## src/rtl/bufthr_pkg.sv

```systemverilog
package bufthr_pkg;
    localparam int NTHR = 2;

    localparam logic [1:0] A_THR0 = 2'd0;
    localparam logic [1:0] A_THR1 = 2'd1;
    localparam logic [1:0] A_CTRL = 2'd2;
    localparam logic [1:0] A_STAT = 2'd3;

    typedef struct packed {
        logic [NTHR-1:0] lvl;
        logic [NTHR-1:0] en;
    } ctrl_t;
endpackage

```

## src/rtl/bufthr_match.sv

```systemverilog
module bufthr_match #(
    parameter int OFS_W = 8
) (
    input  logic             adv_i,
    input  logic [OFS_W-1:0] ofs_i,
    input  logic [OFS_W-1:0] thr_i,
    output logic             hit_o
);
    // a threshold is seen only on an advance step landing on it
    always_comb begin
        hit_o = adv_i && (ofs_i == thr_i);
    end
endmodule

```

## src/rtl/bufthr_chan.sv

```systemverilog
module bufthr_chan (
    input  logic clk_i,
    input  logic rst_ni,
    input  logic hit_i,
    input  logic en_i,
    input  logic lvl_i,
    input  logic clr_i,
    output logic status_o,
    output logic irq_o
);
    typedef struct packed {
        logic st;
        logic pls;
    } chan_t;

    chan_t s_d, s_q;

    always_comb begin
        s_d     = s_q;
        // a crossing wins over a simultaneous clear
        s_d.st  = (s_q.st & ~clr_i) | hit_i;
        s_d.pls = hit_i & en_i & ~lvl_i;
    end

    always_ff @(posedge clk_i or negedge rst_ni) begin
        if (!rst_ni) s_q <= '0;
        else         s_q <= s_d;
    end

    assign status_o = s_q.st;
    assign irq_o    = lvl_i ? (s_q.st & en_i) : s_q.pls;
endmodule

```

## src/rtl/bufthr_regs.sv

```systemverilog
module bufthr_regs
    import bufthr_pkg::*;
#(
    parameter int OFS_W = 8
) (
    input  logic                       clk_i,
    input  logic                       rst_ni,
    input  logic                       wr_i,
    input  logic [1:0]                 addr_i,
    input  logic [OFS_W-1:0]           wdata_i,
    input  logic [NTHR-1:0]            status_i,
    output logic [NTHR-1:0][OFS_W-1:0] thr_o,
    output ctrl_t                      ctrl_o,
    output logic [NTHR-1:0]            clr_o,
    output logic [OFS_W-1:0]           rdata_o
);
    localparam int CTRL_W = 2 * NTHR;

    typedef struct packed {
        logic [NTHR-1:0][OFS_W-1:0] thr;
        ctrl_t                      ctrl;
    } regs_t;

    regs_t r_d, r_q;

    always_comb begin
        r_d = r_q;
        if (wr_i) begin
            for (int i = 0; i < NTHR; i++) begin
                if (addr_i == 2'(i)) r_d.thr[i] = wdata_i;
            end
            if (addr_i == A_CTRL) r_d.ctrl = ctrl_t'(wdata_i[CTRL_W-1:0]);
        end
    end

    always_ff @(posedge clk_i or negedge rst_ni) begin
        if (!rst_ni) r_q <= '0;
        else         r_q <= r_d;
    end

    always_comb begin
        clr_o = (wr_i && addr_i == A_STAT) ? wdata_i[NTHR-1:0] : '0;
    end

    always_comb begin
        rdata_o = '0;
        case (addr_i)
            A_THR0:  rdata_o = r_q.thr[0];
            A_THR1:  rdata_o = r_q.thr[1];
            A_CTRL:  rdata_o[CTRL_W-1:0] = r_q.ctrl;
            default: rdata_o[NTHR-1:0] = status_i;
        endcase
    end

    assign thr_o  = r_q.thr;
    assign ctrl_o = r_q.ctrl;
endmodule

```

## src/rtl/bufthr_irq.sv

```systemverilog
module bufthr_irq
    import bufthr_pkg::*;
#(
    parameter int OFS_W = 8
) (
    input  logic             clk_i,
    input  logic             rst_ni,
    input  logic             adv_i,
    input  logic [OFS_W-1:0] ofs_i,
    input  logic             wr_i,
    input  logic [1:0]       addr_i,
    input  logic [OFS_W-1:0] wdata_i,
    output logic [OFS_W-1:0] rdata_o,
    output logic [NTHR-1:0]  irq_o
);
    logic [NTHR-1:0][OFS_W-1:0] thr_w;
    ctrl_t                      ctrl_w;
    logic [NTHR-1:0]            en_w, lvl_w, clr_w, hit_w, status_w;

    assign en_w  = ctrl_w.en;
    assign lvl_w = ctrl_w.lvl;

    bufthr_regs #(.OFS_W(OFS_W)) u_regs (
        .clk_i    (clk_i),
        .rst_ni   (rst_ni),
        .wr_i     (wr_i),
        .addr_i   (addr_i),
        .wdata_i  (wdata_i),
        .status_i (status_w),
        .thr_o    (thr_w),
        .ctrl_o   (ctrl_w),
        .clr_o    (clr_w),
        .rdata_o  (rdata_o)
    );

    for (genvar g = 0; g < NTHR; g++) begin : g_thr
        bufthr_match #(.OFS_W(OFS_W)) u_match (
            .adv_i (adv_i),
            .ofs_i (ofs_i),
            .thr_i (thr_w[g]),
            .hit_o (hit_w[g])
        );

        bufthr_chan u_chan (
            .clk_i    (clk_i),
            .rst_ni   (rst_ni),
            .hit_i    (hit_w[g]),
            .en_i     (en_w[g]),
            .lvl_i    (lvl_w[g]),
            .clr_i    (clr_w[g]),
            .status_o (status_w[g]),
            .irq_o    (irq_o[g])
        );
    end
endmodule

```

## config.mk

```make
export PLATFORM = sky130hd
export DESIGN_NAME = bufthr_irq
export DESIGN_NICKNAME = d
export VERILOG_FILES = /design/src/rtl/bufthr_pkg.sv /design/src/rtl/bufthr_match.sv /design/src/rtl/bufthr_chan.sv /design/src/rtl/bufthr_regs.sv /design/src/rtl/bufthr_irq.sv
export SDC_FILE = /design/constraint.sdc
export NUM_CORES = 1
export LEC_CHECK = 0
export CAP_MARGIN = 20
export CORE_MARGIN = 2
export CORE_UTILIZATION = 44
export DETAILED_ROUTE_END_ITERATION = 8
export PLACE_DENSITY = 0.75
export SLEW_MARGIN = 40
export SYNTH_ARGS = -nofsm -noshare
export SYNTH_HDL_FRONTEND = slang
export SYNTH_SLANG_ARGS = --single-unit
```

## constraint.sdc

```tcl
create_clock -name clk_i -period 1.5 [get_ports clk_i]
set_clock_uncertainty 0.2 [all_clocks]
set_input_delay 0.3 -clock clk_i [delete_from_list [all_inputs] [get_ports clk_i]]
set_output_delay 0.3 -clock clk_i [all_outputs]
set_load 0.005 [all_outputs]
```

After elaboration in Yosys (flattened, before gate mapping):

Index checks and enable logic that the tools add are counted.

* equality and inequality tests: 5
* mux-type cells: 6
* bitwise operators: 14
* reduce and logical (&&, ||, !) cells: 7

Operators with widths (number)
* equality test 8 bit: 2
* case mux 2 bit (3 select lines): 2
* bitwise AND 1 bit: 8
* case mux 4 bit (2 select lines): 1
* AND reduction 2 bit: 3
* equality test 2 bit (second input constant): 2
* NOT 1 bit: 4
* logical AND 1 bit: 3
* equality test 2 x 1 -> 1 bit (second input constant): 1
* zero test 2 bit: 1
* 2-to-1 mux 1 bit: 2
* 2-to-1 mux 2 bit: 1
* bitwise OR 1 bit: 2

* flip-flop bits (word level): 24
* bits of input ports: 22
* output and inout port bits: 10
* logic and storage cells: 40

Longest topological paths before layout:

Gate-level depths: netlist of the first run.

* depth after elaboration: 6
* mapped depth: 5
* depth with buffers taken out: 3

Cells and area by module:

Synthesis of the first run repeated with hierarchy kept, for this count alone.

* cells, all modules: 106
* area total of the unflattened synthesis: 1302.5 um^2

By module, submodules not included
* bufthr_regs: times used 1, cells an instance 64, area each 947.2 um^2, seq. area each 500.5 um^2
* bufthr_match: times used 2, cells an instance 12, area each 95.1 um^2, seq. area each 0.0 um^2
* bufthr_chan: times used 2, cells an instance 9, area each 82.6 um^2, seq. area each 50.0 um^2

Worst setup path after synthesis of the first run:

No wires, ideal clock.

* path kind: input -> output
* start: in addr_i[0]
* end: out rdata_o[0]
* data arrival time: 1.151 ns
* required time: 1.000 ns
* path slack: -0.151 ns
* cell stages on the path: 3
* buffers on the path: 2
* path through: clkbuf_2 > buf_4 > mux4_2

* word-level cells in the longest chain between the ends: 2
* elaborated cells between the ends (all ways): 4
* classes of those cells: 2 x eq/ne; 1 x mux; 1 x reduce/logical

RTL lines
* start: declaration: RTL line bufthr_irq.sv:11 `input logic [1:0] addr_i,`
* equality test 2 bit, or another cell as far along: RTL line bufthr_regs.sv:47 `case (addr_i)`
* case mux 2 bit (3 select lines) *: RTL line bufthr_regs.sv:47
* end: declaration: RTL line bufthr_irq.sv:13 `output logic [OFS_W-1:0] rdata_o,`

Mark *: on every way between the ends. The rest lies on a longest branch, timed or not.

Worst setup path after layout of the first run:

* start: reg g_thr[1].u_chan.s_q, in the netlist g_thr[1].u_chan.status_o
* end: out rdata_o[1]

* word-level cells in the longest chain between the ends: 1

RTL lines
* start: declaration: RTL line bufthr_chan.sv:16 `chan_t s_d, s_q;`
* start signal: assignment: RTL line bufthr_chan.sv:26 `if (!rst_ni) s_q <= '0;`
* start signal: assignment: RTL line bufthr_chan.sv:27 `else s_q <= s_d;`
* case mux 2 bit (3 select lines): RTL line bufthr_regs.sv:47

Every way passes these cells.

==> results of run 1 <==
-- metal layers --
metal  share of wire (%)  up-vias
met1                  39      565
met2                  54       40
met5                   0        -
met3                 4.7       10
met4                 1.9        0
li1                    -      530
-- metrics by stage --
| stage | TNS, ns | power [W] |
|---|---|---|
| 2_1_floorplan | -0.0383 | 0.00115 |
| 3_3_place_gp | -17.09 | 0.00151 |
| 3_5_place_dp | -17.84 | 0.00154 |
| 4_1_cts | -1.77 | 0.00208 |
| 5_1_grt | -2.82 | 0.00234 |
| 6_report | -2.31 | 0.00223 |
-- timing repair --
action	CTS	global route
pin swaps	7	12
buffers inserted	12	7
gates resized for setup	71	25
setup endpoints to repair	31	24
-- registers in the layout, indices dropped and copies added, names as in the netlist --
name,cells
u_regs.thr_o,16
u_regs.ctrl_o,4
g_thr.u_chan.s_q,2
g_thr.u_chan.status_o,2
-- cells by family after synthesis --
family | after synthesis | synth area share [%]
DFF | 24 | 46.2
muxes | 28 | 25.7
and+or+nand+nor | 24 | 11.1
xor gates and xnor gates | 16 | 10.8
AOI/OAI and AO/OA | 6 | 3.27
buffers and inverters | 7 | 3.08
-- cell usage in the layout, fill, tap and decap left out, types with 2 or more instances in the layout --
cell / Yosys / layout
nand2b_1: 2 / 2
nor4_2: 0 / 2
dlymetal6s2s_1: 0 / 2
buf_6: 0 / 16
inv_1: 2 / 2
buf_2: 1 / 10
nor2_1: 4 / 3
clkbuf_4: 0 / 3
mux4_2: 1 / 2
nand2_1: 4 / 4
buf_4: 3 / 30
nand3_2: 0 / 3
dfrtp_1: 24 / 24
mux2i_2: 0 / 2
nand4_1: 4 / 4
buf_12: 0 / 2
xnor2_1: 16 / 8
o31ai_1: 2 / 2
mux2_2: 20 / 17
clkdlybuf4s50_1: 0 / 17
mux2i_1: 6 / 4
xnor2_2: 0 / 7
o2bb2ai_4: 0 / 2
mux2_4: 0 / 3
-- final timing paths --
check	startpoint	to	slack, ns
worst max-delay path	g_thr[1].u_chan.status_o$_DFF_PN0_	rdata_o[1]	-0.43
worst min-delay path	rst_ni	g_thr[0].u_chan.s_q[0]$_DFF_PN0_	0.11
worst max register to register	u_regs.thr_o[5]$_DFFE_PN0P_	g_thr[0].u_chan.status_o$_DFF_PN0_	-0.04
worst min register to register	u_regs.ctrl_o[2]$_DFFE_PN0P_	u_regs.ctrl_o[2]$_DFFE_PN0P_	0.38
max in group asynchronous	rst_ni	u_regs.thr_o[9]$_DFFE_PN0P_	0.85
min in group clk_i	addr_i[0]	g_thr[0].u_chan.status_o$_DFF_PN0_	0.22
-- cell type report --
cell class                      instances  area, um2  area share (%)
Multi-Input combinational cell         74        835            37.3
Tap cell                               31       38.8            1.73
Inverter                                2       7.51           0.336
Sequential cell                        24        601            26.9
Clock inverter                          1       30.0            1.34
Clock buffer                            3       22.5            1.01
Timing Repair Buffer                   78        702            31.4
-- power by group through the flow --
stage / combinational [W] / sequential, W / clock, W
finish: 0.000923 / 0.000832 / 0.000477
global route: 0.000980 / 0.000846 / 0.000510
CTS: 0.000772 / 0.000829 / 0.000485
detailed placement: 0.000706 / 0.000831 / 0
global placement: 0.000680 / 0.000826 / 0
floorplan: 0.000307 / 0.000844 / 0
==> metrics.md, run 1 <==
| Metric | Value |
|---|---|
| DIE HEIGHT | `between 50 and 60 um` |
| Crit path launch type | `flip-flop` |
| HP Class | `input port to async pin` |
| GR Util met1 | `25.8%` |
| Ys async rst share | `between 90% and 100%` |
| P_leak | `around 1.0 nW` |
| Slowest stage delay, CP | `between 0.4 and 0.5 ns` |
| Area contributors post-synth | `dfrtp_1, mux2_2, xnor2_1` |
| Dpl ws | `-0.913 ns` |
| Logic pwr share | `between 40 and 50%` |
| Largest net degree at the start of global routing | `25` |
| Status | `finished with violations` |
| Number of synthesized flops with an enable pin | `0` |
| Main synth FF type | `dfrtp_1` |
| Most common cell in the netlist | `dfrtp_1` |
| Met3 usage | `just over 7%` |
| TritonRoute pass-1 iters | `4` |
| Drt drc | `0` |
| Clock buffer count from CTS | `3` |
| Synth top area share | `46.2%` |
| Synth warn | `0` |
| Mean post-synth cell area | `12.4 um2` |
| DR iter-0 viols | `26` |
| Post-synthesis sequential area ratio | `46.2%` |
| All-Layer GR Usage | `22.7%` |
| Placed Instances | `between 150 and 200` |
| Post-synth top area cell | `dfrtp_1` |
| Core Util, Final | `80.4%` |
| Worst EP arrival | `1.43 ns` |
| VDD IR max | `1.08 mV` |
| Initial antenna violation count | `0` |
| Synthesized area | `0.00130 mm2` |
| Vias post-DR | `1145` |
| Layout Nets | `roughly 210` |
| Worst-Skew Late Latency | `0.32 ns` |
| Die width | `58.4 um` |
| N_diodes | `0` |
| Clk buf depth | `2` |
| Slowest CP cell | `mux4_2` |
| Max-slew violation count | `0` |
| Layout fillers | `150` |
| Core area | `0.00278 mm2` |
| Period Utilization, post-route | `129%` |
| Syn nets | `127` |
| Share of cells above drive strength 1 | `58.8%` |
| CTS tree | `built` |
| GR Layer Usage met2 | `between 40% and 50%` |
| Relative slew slack | `83.4%` |
| Placed inst area | `0.00187 mm2` |
| CP required | `1.00 ns` |
| Count of buffers from port buffering | `31` |
| Sw Pwr | `0.000643 W` |
| Worst-path maximum fanout | `2` |
| Hold Worst Slack | `0.106 ns` |
| Most Crowded Layer GR | `met2` |
| GPL Wtd Cong | `0.772` |
| WL final | `4.00 mm` |
| Mapped Cells | `105` |
| PwrDens | `998 mW/mm2` |
| Leading cell types by count after synthesis | `dfrtp_1, mux2_2, xnor2_1` |
| Layout Cells excl Fill | `213` |
| Actual slew at the worst max-slew pin | `0.245 ns` |
| Internal power | `0.00159 W` |
| RSZ-0062 raised after global routing | `true` |
| Violated checks | `negative setup slack` |
| Vias per inst | `5.38` |
| Root Buffer | `clkbuf_4` |
| Ports | `32` |
| F_max | `0.517 GHz` |
| First-pass GRT wire length | `5.67 mm` |
| Clock-pin slew on the worst setup and hold paths | `0.14 ns` |
| Number of distinct library cells after synthesis | `23` |
| Final worst slack | `-0.434 ns` |
| Reg2reg path depth | `4` |
| Initial core utilization | `a little under half` |
| WS Path Type | `flip-flop to output pin` |
| Buffers & Inverters on Critical Path | `2` |
| Fin. Hold Viols | `0` |
| Gr ovfl total | `0` |
| Yosys reg bits | `24` |
| CP Cell Sequence | `buf_6 > mux4_2 > buf_2` |
| Switch share | `28.8%` |
| Hold buffers post-CTS | `0` |
| Clock Power Share | `21.4%` |
| Max-Cap Viols | `0` |
| Fin area | `about 0.0022 mm2` |
| Layout Area Growth over Synthesis | `71.8%` |
| Final count of negative-setup-slack endpoints | `25` |
| Vias in the first global route | `1214` |
| Final ANT Viol Nets | `0` |
| Avg WL per Cell | `around 19 um` |
| Post-DP HPWL | `2.44 mm` |
| Htree depth | `1` |
| Final min period | `1.93 ns` |
| Rows | `19` |
| Sequential Power Share | `a little under two fifths` |
| Clock Sinks | `24` |
| Critical Path Stages | `3` |
| Critical Path End Type | `output pin` |
| Die area | `0.00341 mm2` |
| CP delay by family, top | `multiplexers` |
Power figures use the tool's default switching activity.
==> run 2, diff against run 1 <==
Settings changed: CORE_MARGIN 2 to 8, SYNTH_HIERARCHICAL from default to 1.
==> run 2 against run 1 <==
  * The flow still finishes with violations (negative setup slack)
  * Routed wire length fell by 11%
  * Combinational power fell by 15%
  * Highest routed layer unchanged
  * Count of clock-buffer cells in the layout rose by 1
  * Via count fell by 4.7%
  * Register-to-register slack got worse by 0.05 ns
  * Critical path depth fell by 1
  * Setup slack improved by 0.090 ns
  * First-iteration DRC count fell by 27%
  * Sequential cell count did not move
  * Sequential power barely moved
  * Final area fell by 6.7%
==> metrics.md, run 2 <==
| Metric | Value |
|---|---|
| Synthesized area | `0.00130 mm2 (about the same)` |
| Sequential Power Share | `42.3% (was 37.3%)` |
| VDD IR max | `0.685 mV (was 1.08 mV)` |
| WS Path Type | `flip-flop to output pin (unchanged)` |
| Worst-Skew Late Latency | `0.31 ns (was 0.32 ns)` |
| Number of distinct library cells after synthesis | `21 (was 23)` |
| Main synth FF type | `dfrtp_1 (unchanged)` |
| Placed Instances | `198 (was 192)` |
| Final ANT Viol Nets | `0 (unchanged)` |
| Flip-flop count of the largest register after layout | `16 (unchanged)` |
| WL final | `3.55 mm (was 4.00 mm)` |
| Setup TNS | `-1.74 ns (was -2.31 ns)` |
| Synth top area share | `46.1% (was 46.2%)` |
| Drt drc | `0 (unchanged)` |
| TritonRoute pass-1 iters | `4 (unchanged)` |
| Layout fillers | `206 (was 150)` |
| Reg2reg path depth | `6 (was 4)` |
| Clock buffer count from CTS | `3 (unchanged)` |
| Internal power | `0.00140 W (was 0.00159 W)` |
| Commonest non-fill, non-tap cell in the layout | `buf_4 (unchanged)` |
| Ports | `32 (unchanged)` |
| P_leak | `0.975 nW (was 1.02 nW)` |
| Clk buf depth | `2 (unchanged)` |
| Vias in the first global route | `1157 (was 1214)` |
| Violated checks | `negative setup slack (unchanged)` |
| Count of buffers from port buffering | `31 (unchanged)` |
| Final Power | `0.00197 W (was 0.00223 W)` |
| Avg WL per Cell | `17.1 um (was 18.8 um)` |
| Dpl ws | `-0.905 ns (was -0.913 ns)` |
| Final worst slack | `-0.343 ns (was -0.434 ns)` |
| Reg2reg end | `g_thr[0].u_chan/status_o$_DFF_PN0_ (was g_thr[0].u_chan.status_o$_DFF_PN0_)` |
| Post-DP HPWL | `2.55 mm (was 2.44 mm)` |
| R2r startpoint | `u_regs/thr_o[0]$_DFFE_PN0P_ (was u_regs.thr_o[5]$_DFFE_PN0P_)` |
| Sw Pwr | `0.000569 W (was 0.000643 W)` |
| HP Class | `input port to async pin (unchanged)` |
| Status | `finished with violations (unchanged)` |
| Initial core utilization | `46.8% (about the same)` |
| Die width | `70.4 um (was 58.4 um)` |
| Yosys reg bits | `24 (unchanged)` |
| Largest net degree at the start of global routing | `25 (unchanged)` |
| Synth warn | `6 (was 0)` |
| Period Utilization, post-route | `123% (was 129%)` |
| Layout Nets | `199 (was 205)` |
| Crit path launch type | `flip-flop (unchanged)` |
| CTS tree | `built (unchanged)` |
| Commonest non-fill, non-tap cells in the layout | `buf_4, dfrtp_1, mux2_2 (was buf_4, dfrtp_1, mux2_2, clkdlybuf4s50_1, buf_6)` |
| Share of cells above drive strength 1 | `55.1% (was 58.8%)` |
| Clock Sinks | `24 (unchanged)` |
| Switch share | `28.9% (was 28.8%)` |
| Number of synthesized flops with an enable pin | `0 (unchanged)` |
| Post-synth top area cell | `dfrtp_1 (unchanged)` |
| DIE HEIGHT | `70.4 um (was 58.4 um)` |
| Vias post-DR | `1091 (was 1145)` |
| R2R Setup Slk | `-0.09 ns (was -0.04 ns)` |
| Gr ovfl total | `0 (unchanged)` |
| N_diodes | `0 (unchanged)` |
| Final min period | `1.84 ns (was 1.93 ns)` |
| Leading cell types by count after synthesis | `dfrtp_1, mux2_2, xnor2_1 (unchanged)` |
| Layout Area Growth over Synthesis | `60.2% (was 71.8%)` |
| GPL Wtd Cong | `0.746 (was 0.772)` |
| Root Buffer | `clkbuf_4 (unchanged)` |
| F_max | `0.542 GHz (was 0.517 GHz)` |
| First-pass GRT wire length | `5.46 mm (was 5.67 mm)` |
| All-Layer GR Usage | `13.4% (was 22.7%)` |
| CP required | `1.00 ns (about the same)` |
| Hold buffers post-CTS | `0 (unchanged)` |
| Fin. Hold Viols | `0 (unchanged)` |
| Final count of negative-setup-slack endpoints | `13 (was 25)` |
| Logic pwr share | `40.0% (was 41.4%)` |
| Max-slew violation count | `0 (unchanged)` |
| RSZ-0062 raised after global routing | `true (unchanged)` |
| Vias per inst | `5.27 (was 5.38)` |
| Htree depth | `1 (unchanged)` |
| Mean post-synth cell area | `12.3 um2 (was 12.4 um2)` |
| Clock-pin slew on the worst setup and hold paths | `0.14 ns (about the same)` |
| Rows | `19 (unchanged)` |
| Syn nets | `128 (was 127)` |
| Critical path launch point | `g_thr[1].u_chan/status_o$_DFF_PN0_ (was g_thr[1].u_chan.status_o$_DFF_PN0_)` |
| Area contributors post-synth | `dfrtp_1, mux2_2, xnor2_1 (unchanged)` |
| PwrDens | `944 mW/mm2 (was 998 mW/mm2)` |
| Relative slew slack | `82.9% (was 83.4%)` |
| Core area | `0.00278 mm2 (unchanged)` |
| Die area | `0.00496 mm2 (was 0.00341 mm2)` |
| Clock Power Share | `17.7% (was 21.4%)` |
| Most common cell in the netlist | `dfrtp_1 (unchanged)` |
| Worst-path maximum fanout | `2 (unchanged)` |
| Worst EP arrival | `1.34 ns (was 1.43 ns)` |
| Mapped Cells | `106 (was 105)` |
| Initial antenna violation count | `0 (unchanged)` |
| Register area | `602 um2 (was 601 um2)` |
| Post-synthesis sequential area ratio | `46.1% (was 46.2%)` |
| Layout Cells excl Fill | `207 (was 213)` |
| Max-Cap Viols | `0 (unchanged)` |
| Ys async rst share | `100% (unchanged)` |
| DR iter-0 viols | `19 (was 26)` |
| Actual slew at the worst max-slew pin | `0.256 ns (was 0.245 ns)` |
| Critical Path End Type | `output pin (unchanged)` |
| Footprint of the multi-input gates | `769 um2 (was 835 um2)` |
run 2: cell types whose count changed in the layout (fill, tap and decap cells not counted), sizes merged, moves of 2 or more:
cell and delta:
buf -9, nand4 -2, and4 +2, nor2 +2, o2bb2ai -2, nor3 +2
nor4 -2, nand2b -2, a21o +2, inv +2, o31ai -2
run 2: power groups by stage:
stage | registers, W | logic [W] | clock network (W)
finish | 0.000833 | 0.000787 | 0.000349
detailed placement | 0.000834 | 0.000708 | 0
global placement | 0.000826 | 0.000687 | 0
floorplan | 0.000845 | 0.000290 | 0
global route | 0.000844 | 0.000844 | 0.000392
CTS | 0.000823 | 0.000725 | 0.000355
run 2: worst max-delay path by stage:
stage                     slack (ns)                          end
after floorplan                 0.07  u_regs/thr_o[0]$_DFFE_PN0P_
final                          -0.34                   rdata_o[1]
after global routing           -0.42                   rdata_o[1]
after detailed placement       -0.91                   rdata_o[1]
after global placement         -0.88                   rdata_o[0]
after CTS                      -0.36                   rdata_o[1]
run 2: timing repair:
| item | 4_1_cts | 5_1_grt |
|---|---|---|
| setup endpoints to repair | 33 | 21 |
| pin swaps | 6 | 17 |
| hold endpoints to repair | 0 | 0 |
| gates cloned | 0 | 0 |
| resized for setup | 61 | 18 |
| setup buffers | 5 | 3 |
run 2: metal layers:
layer / up-vias / track usage (%) / wire length, um
li1: 513 / - / -
met1: 551 / 15.8 / 1540
met2: 25 / 23.5 / 1800
met3: 2 / 3.67 / 194
met4: 0 / 2.68 / 10
met5: - / 0 / 0
run 2: per-stage QoR:
step / hold slack, ns / area (um2) / utilization [%]
4_1_cts: 0.121 / 1990 / 71.4
5_1_grt: 0.117 / 2090 / 75.0
6_report: 0.113 / 2090 / 75.0
2_1_floorplan: -0.196 / 1300 / -
3_3_place_gp: 0.281 / 1900 / 68.4
3_5_place_dp: 0.298 / 1900 / 68.4
run 2: logic make-up after synthesis:
family	Yosys count	share of synthesized area [%]
flip-flops	24	46.1
XOR/XNOR	16	10.8
buffers and inverters	7	2.79
multiplexers	28	25.4
AO/OA/AOI/OAI	6	2.79
AND/OR/NAND/NOR	25	12.2
run 2: worst max-delay path, cell delays in order, from the launching register on:
cell	delay, ns
dfrtp_1	0.41
mux4_2	0.48
buf_2	0.14
run 2: layout make-up:
class	instances	share of cell area, %
tap	31	1.86
multi-input combinational	75	36.9
sequential	24	28.8
timing repair buffer	69	30.0
inverter	4	0.719
clock buffer	4	1.74
==> run 3, diff against run 2 <==
Settings changed: CORE_UTILIZATION 44 to 55, DONT_BUFFER_PORTS from default to 1, PLACE_DENSITY 0.75 to 0.73.
==> run 3 against run 2 <==
  * The run still ends with negative setup slack left
  * Sequential cell count unchanged
  * Count of clock-buffer cells in the layout unchanged
  * Non-clock buffer count down 45
  * Final cell count down 23%
  * Sequential share of layout area up 7.4 points
  * First-iteration DRC count up 32%
  * Utilization down 0.64 points
  * Global-route usage up 1.2 points
  * Fmax up 7.4%
  * Combinational power down 33%
  * Routed wire length down 17%
  * Die area down 16%
==> metrics.md, run 3 (synthesis results as in run 2) <==
| Metric | Value |
|---|---|
| Final ANT Viol Nets | `0 (unchanged)` |
| CP required | `1.00 ns (about the same)` |
| Register area | `602 um2 (unchanged)` |
| Worst-Skew Late Latency | `0.32 ns (was 0.31 ns)` |
| CP delay by family, top | `multiplexers (unchanged)` |
| Period Utilization, post-route | `114% (was 123%)` |
| Slowest CP cell | `mux4_2 (unchanged)` |
| Layout Nets | `154 (was 199)` |
| Ports | `32 (unchanged)` |
| DIE HEIGHT | `64.7 um (was 70.4 um)` |
| First-pass GRT wire length | `4.76 mm (was 5.46 mm)` |
| Commonest non-fill, non-tap cells in the layout | `dfrtp_1, mux2_2, xnor2_1 (was buf_4, dfrtp_1, mux2_2)` |
| Relative slew slack | `64.7% (was 82.9%)` |
| Final min period | `1.72 ns (was 1.84 ns)` |
| Dpl ws | `0.0897 ns (was -0.905 ns)` |
| Share of cells above drive strength 1 | `45.8% (was 55.1%)` |
| Violated checks | `negative setup slack (unchanged)` |
| VDD IR max | `1.01 mV (was 0.685 mV)` |
| Buffers & Inverters on Critical Path | `0 (was 1)` |
| Avg WL per Cell | `18.4 um (was 17.1 um)` |
| Commonest non-fill, non-tap cell in the layout | `dfrtp_1 (was buf_4)` |
| Root Buffer | `clkbuf_4 (unchanged)` |
| Final count of negative-setup-slack endpoints | `3 (was 13)` |
| All-Layer GR Usage | `14.6% (was 13.4%)` |
| WS Path Type | `flip-flop to output pin (unchanged)` |
| Vias post-DR | `902 (was 1091)` |
| Critical Path End Type | `output pin (unchanged)` |
| Flip-flop count of the largest register after layout | `16 (unchanged)` |
| F_max | `0.583 GHz (was 0.542 GHz)` |
| Placed Instances | `133 (was 198)` |
| WL final | `2.93 mm (was 3.55 mm)` |
| Layout Area Growth over Synthesis | `27.6% (was 60.2%)` |
| Crit path launch type | `flip-flop (unchanged)` |
| Worst-path maximum fanout | `2 (unchanged)` |
| Clk buf depth | `2 (unchanged)` |
| N_diodes | `0 (unchanged)` |
| Clock-pin slew on the worst setup and hold paths | `0.12 ns (was 0.14 ns)` |
| Fin. Hold Viols | `0 (unchanged)` |
| Die area | `0.00418 mm2 (was 0.00496 mm2)` |
| Die width | `64.7 um (was 70.4 um)` |
| Initial antenna violation count | `0 (unchanged)` |
| Max-Cap Viols | `0 (unchanged)` |
| Layout fillers | `161 (was 206)` |
| GPL Wtd Cong | `0.809 (was 0.746)` |
| Initial core utilization | `58.3% (was 46.8%)` |
| Footprint of the multi-input gates | `754 um2 (was 769 um2)` |
| CTS tree | `built (unchanged)` |
| Largest net degree at the start of global routing | `25 (unchanged)` |
| DR iter-0 viols | `25 (was 19)` |
| Actual slew at the worst max-slew pin | `0.530 ns (was 0.256 ns)` |
| Core area | `0.00223 mm2 (was 0.00278 mm2)` |
| RSZ-0062 raised after global routing | `true (unchanged)` |
| Count of buffers from port buffering | `0 (was 31)` |
| Layout Cells excl Fill | `159 (was 207)` |
| Clock Sinks | `24 (unchanged)` |
| Final worst slack | `-0.216 ns (was -0.343 ns)` |
| TritonRoute pass-1 iters | `3 (was 4)` |
| Slowest stage delay, CP | `0.49 ns (was 0.48 ns)` |
| Hold Worst Slack | `0.0224 ns (was 0.113 ns)` |
| Max-slew violation count | `0 (unchanged)` |
| Vias in the first global route | `993 (was 1157)` |
| Worst EP arrival | `1.22 ns (was 1.34 ns)` |
| Htree depth | `1 (unchanged)` |
| PwrDens | `1030 mW/mm2 (was 944 mW/mm2)` |
| Post-DP HPWL | `1.97 mm (was 2.55 mm)` |
| Gr ovfl total | `0 (unchanged)` |
| P_leak | `0.716 nW (was 0.975 nW)` |
| Vias per inst | `5.67 (was 5.27)` |
| Clock buffer count from CTS | `3 (unchanged)` |
| HP Class | `input port to flip-flop (was input port to async pin)` |
| Rows | `17 (was 19)` |
| Drt drc | `0 (unchanged)` |
| CP Cell Sequence | `mux4_2 (was mux4_2 > buf_2)` |
| Status | `finished with violations (unchanged)` |
[run 3: repair_timing]
| action | 4_1_cts | 5_1_grt |
|---|---|---|
| gates resized for setup | 4 | 17 |
| endpoints found under the hold margin | 44 | 24 |
| hold buffers | 9 | 1 |
| endpoints found under the setup margin | 4 | 13 |
| pin swaps | 1 | 17 |
| buffers inserted | 10 | 5 |
[run 3: layout make-up]
type / instances / area share [%]
multi-input cells: 75 / 45.4
flip-flops and latches: 24 / 36.2
repair buffers: 24 / 13.2
clock buffers: 4 / 2.18
well taps: 28 / 2.11
inverters: 4 / 0.904
[run 3: path summary, 6_finish.rpt]
path / from / to / slack (ns) / cells after the start
worst max-delay path: g_thr[0].u_chan/status_o$_DFF_PN0_ / rdata_o[0] / -0.22 / 1
worst min-delay path: adv_i / g_thr[0].u_chan/s_q[0]$_DFF_PN0_ / 0.02 / 4
worst max register to register: u_regs/thr_o[8]$_DFFE_PN0P_ / g_thr[1].u_chan/s_q[0]$_DFF_PN0_ / 0.04 / 6
worst min register to register: u_regs/ctrl_o[3]$_DFFE_PN0P_ / g_thr[1].u_chan/s_q[0]$_DFF_PN0_ / 0.31 / 1
max in group asynchronous: rst_ni / u_regs/ctrl_o[3]$_DFFE_PN0P_ / 0.44 / 2
min in group asynchronous: rst_ni / u_regs/thr_o[8]$_DFFE_PN0P_ / 0.29 / 2
[run 3: report_power, final]
part	internal (W)	leakage (nW)	switching (W)
Combinational	0.000335	0.403	0.000195
Clock	0.000149	0.0210	0.000193
Sequential	0.000756	0.291	0.0000908
Total	0.00124	0.716	0.000480
[run 3: tightest hold or removal path, cell delays in order]
cell     delay, ns
nand2_1       0.06
nor3_2        0.06
nand2_1       0.06
nor2_1        0.04
[run 3: metrics by stage]
step | setup TNS (ns) | instance area [um2] | utilization [%] | total power [W]
detailed placement | 0 | 1330 | 59.6 | 0.00119
global placement | 0 | 1330 | 59.6 | 0.00117
CTS | -0.780 | 1550 | 69.3 | 0.00163
global route | -1.07 | 1660 | 74.4 | 0.00182
floorplan | 0 | 1300 | - | 0.00113
finish | -0.498 | 1660 | 74.4 | 0.00172
[run 3: per-layer routing]
layer	share of wire, %	track usage (%)
met5	0	0
met4	1.2	5.99
met3	8.0	6.19
met2	49	24.8
met1	41	15.6
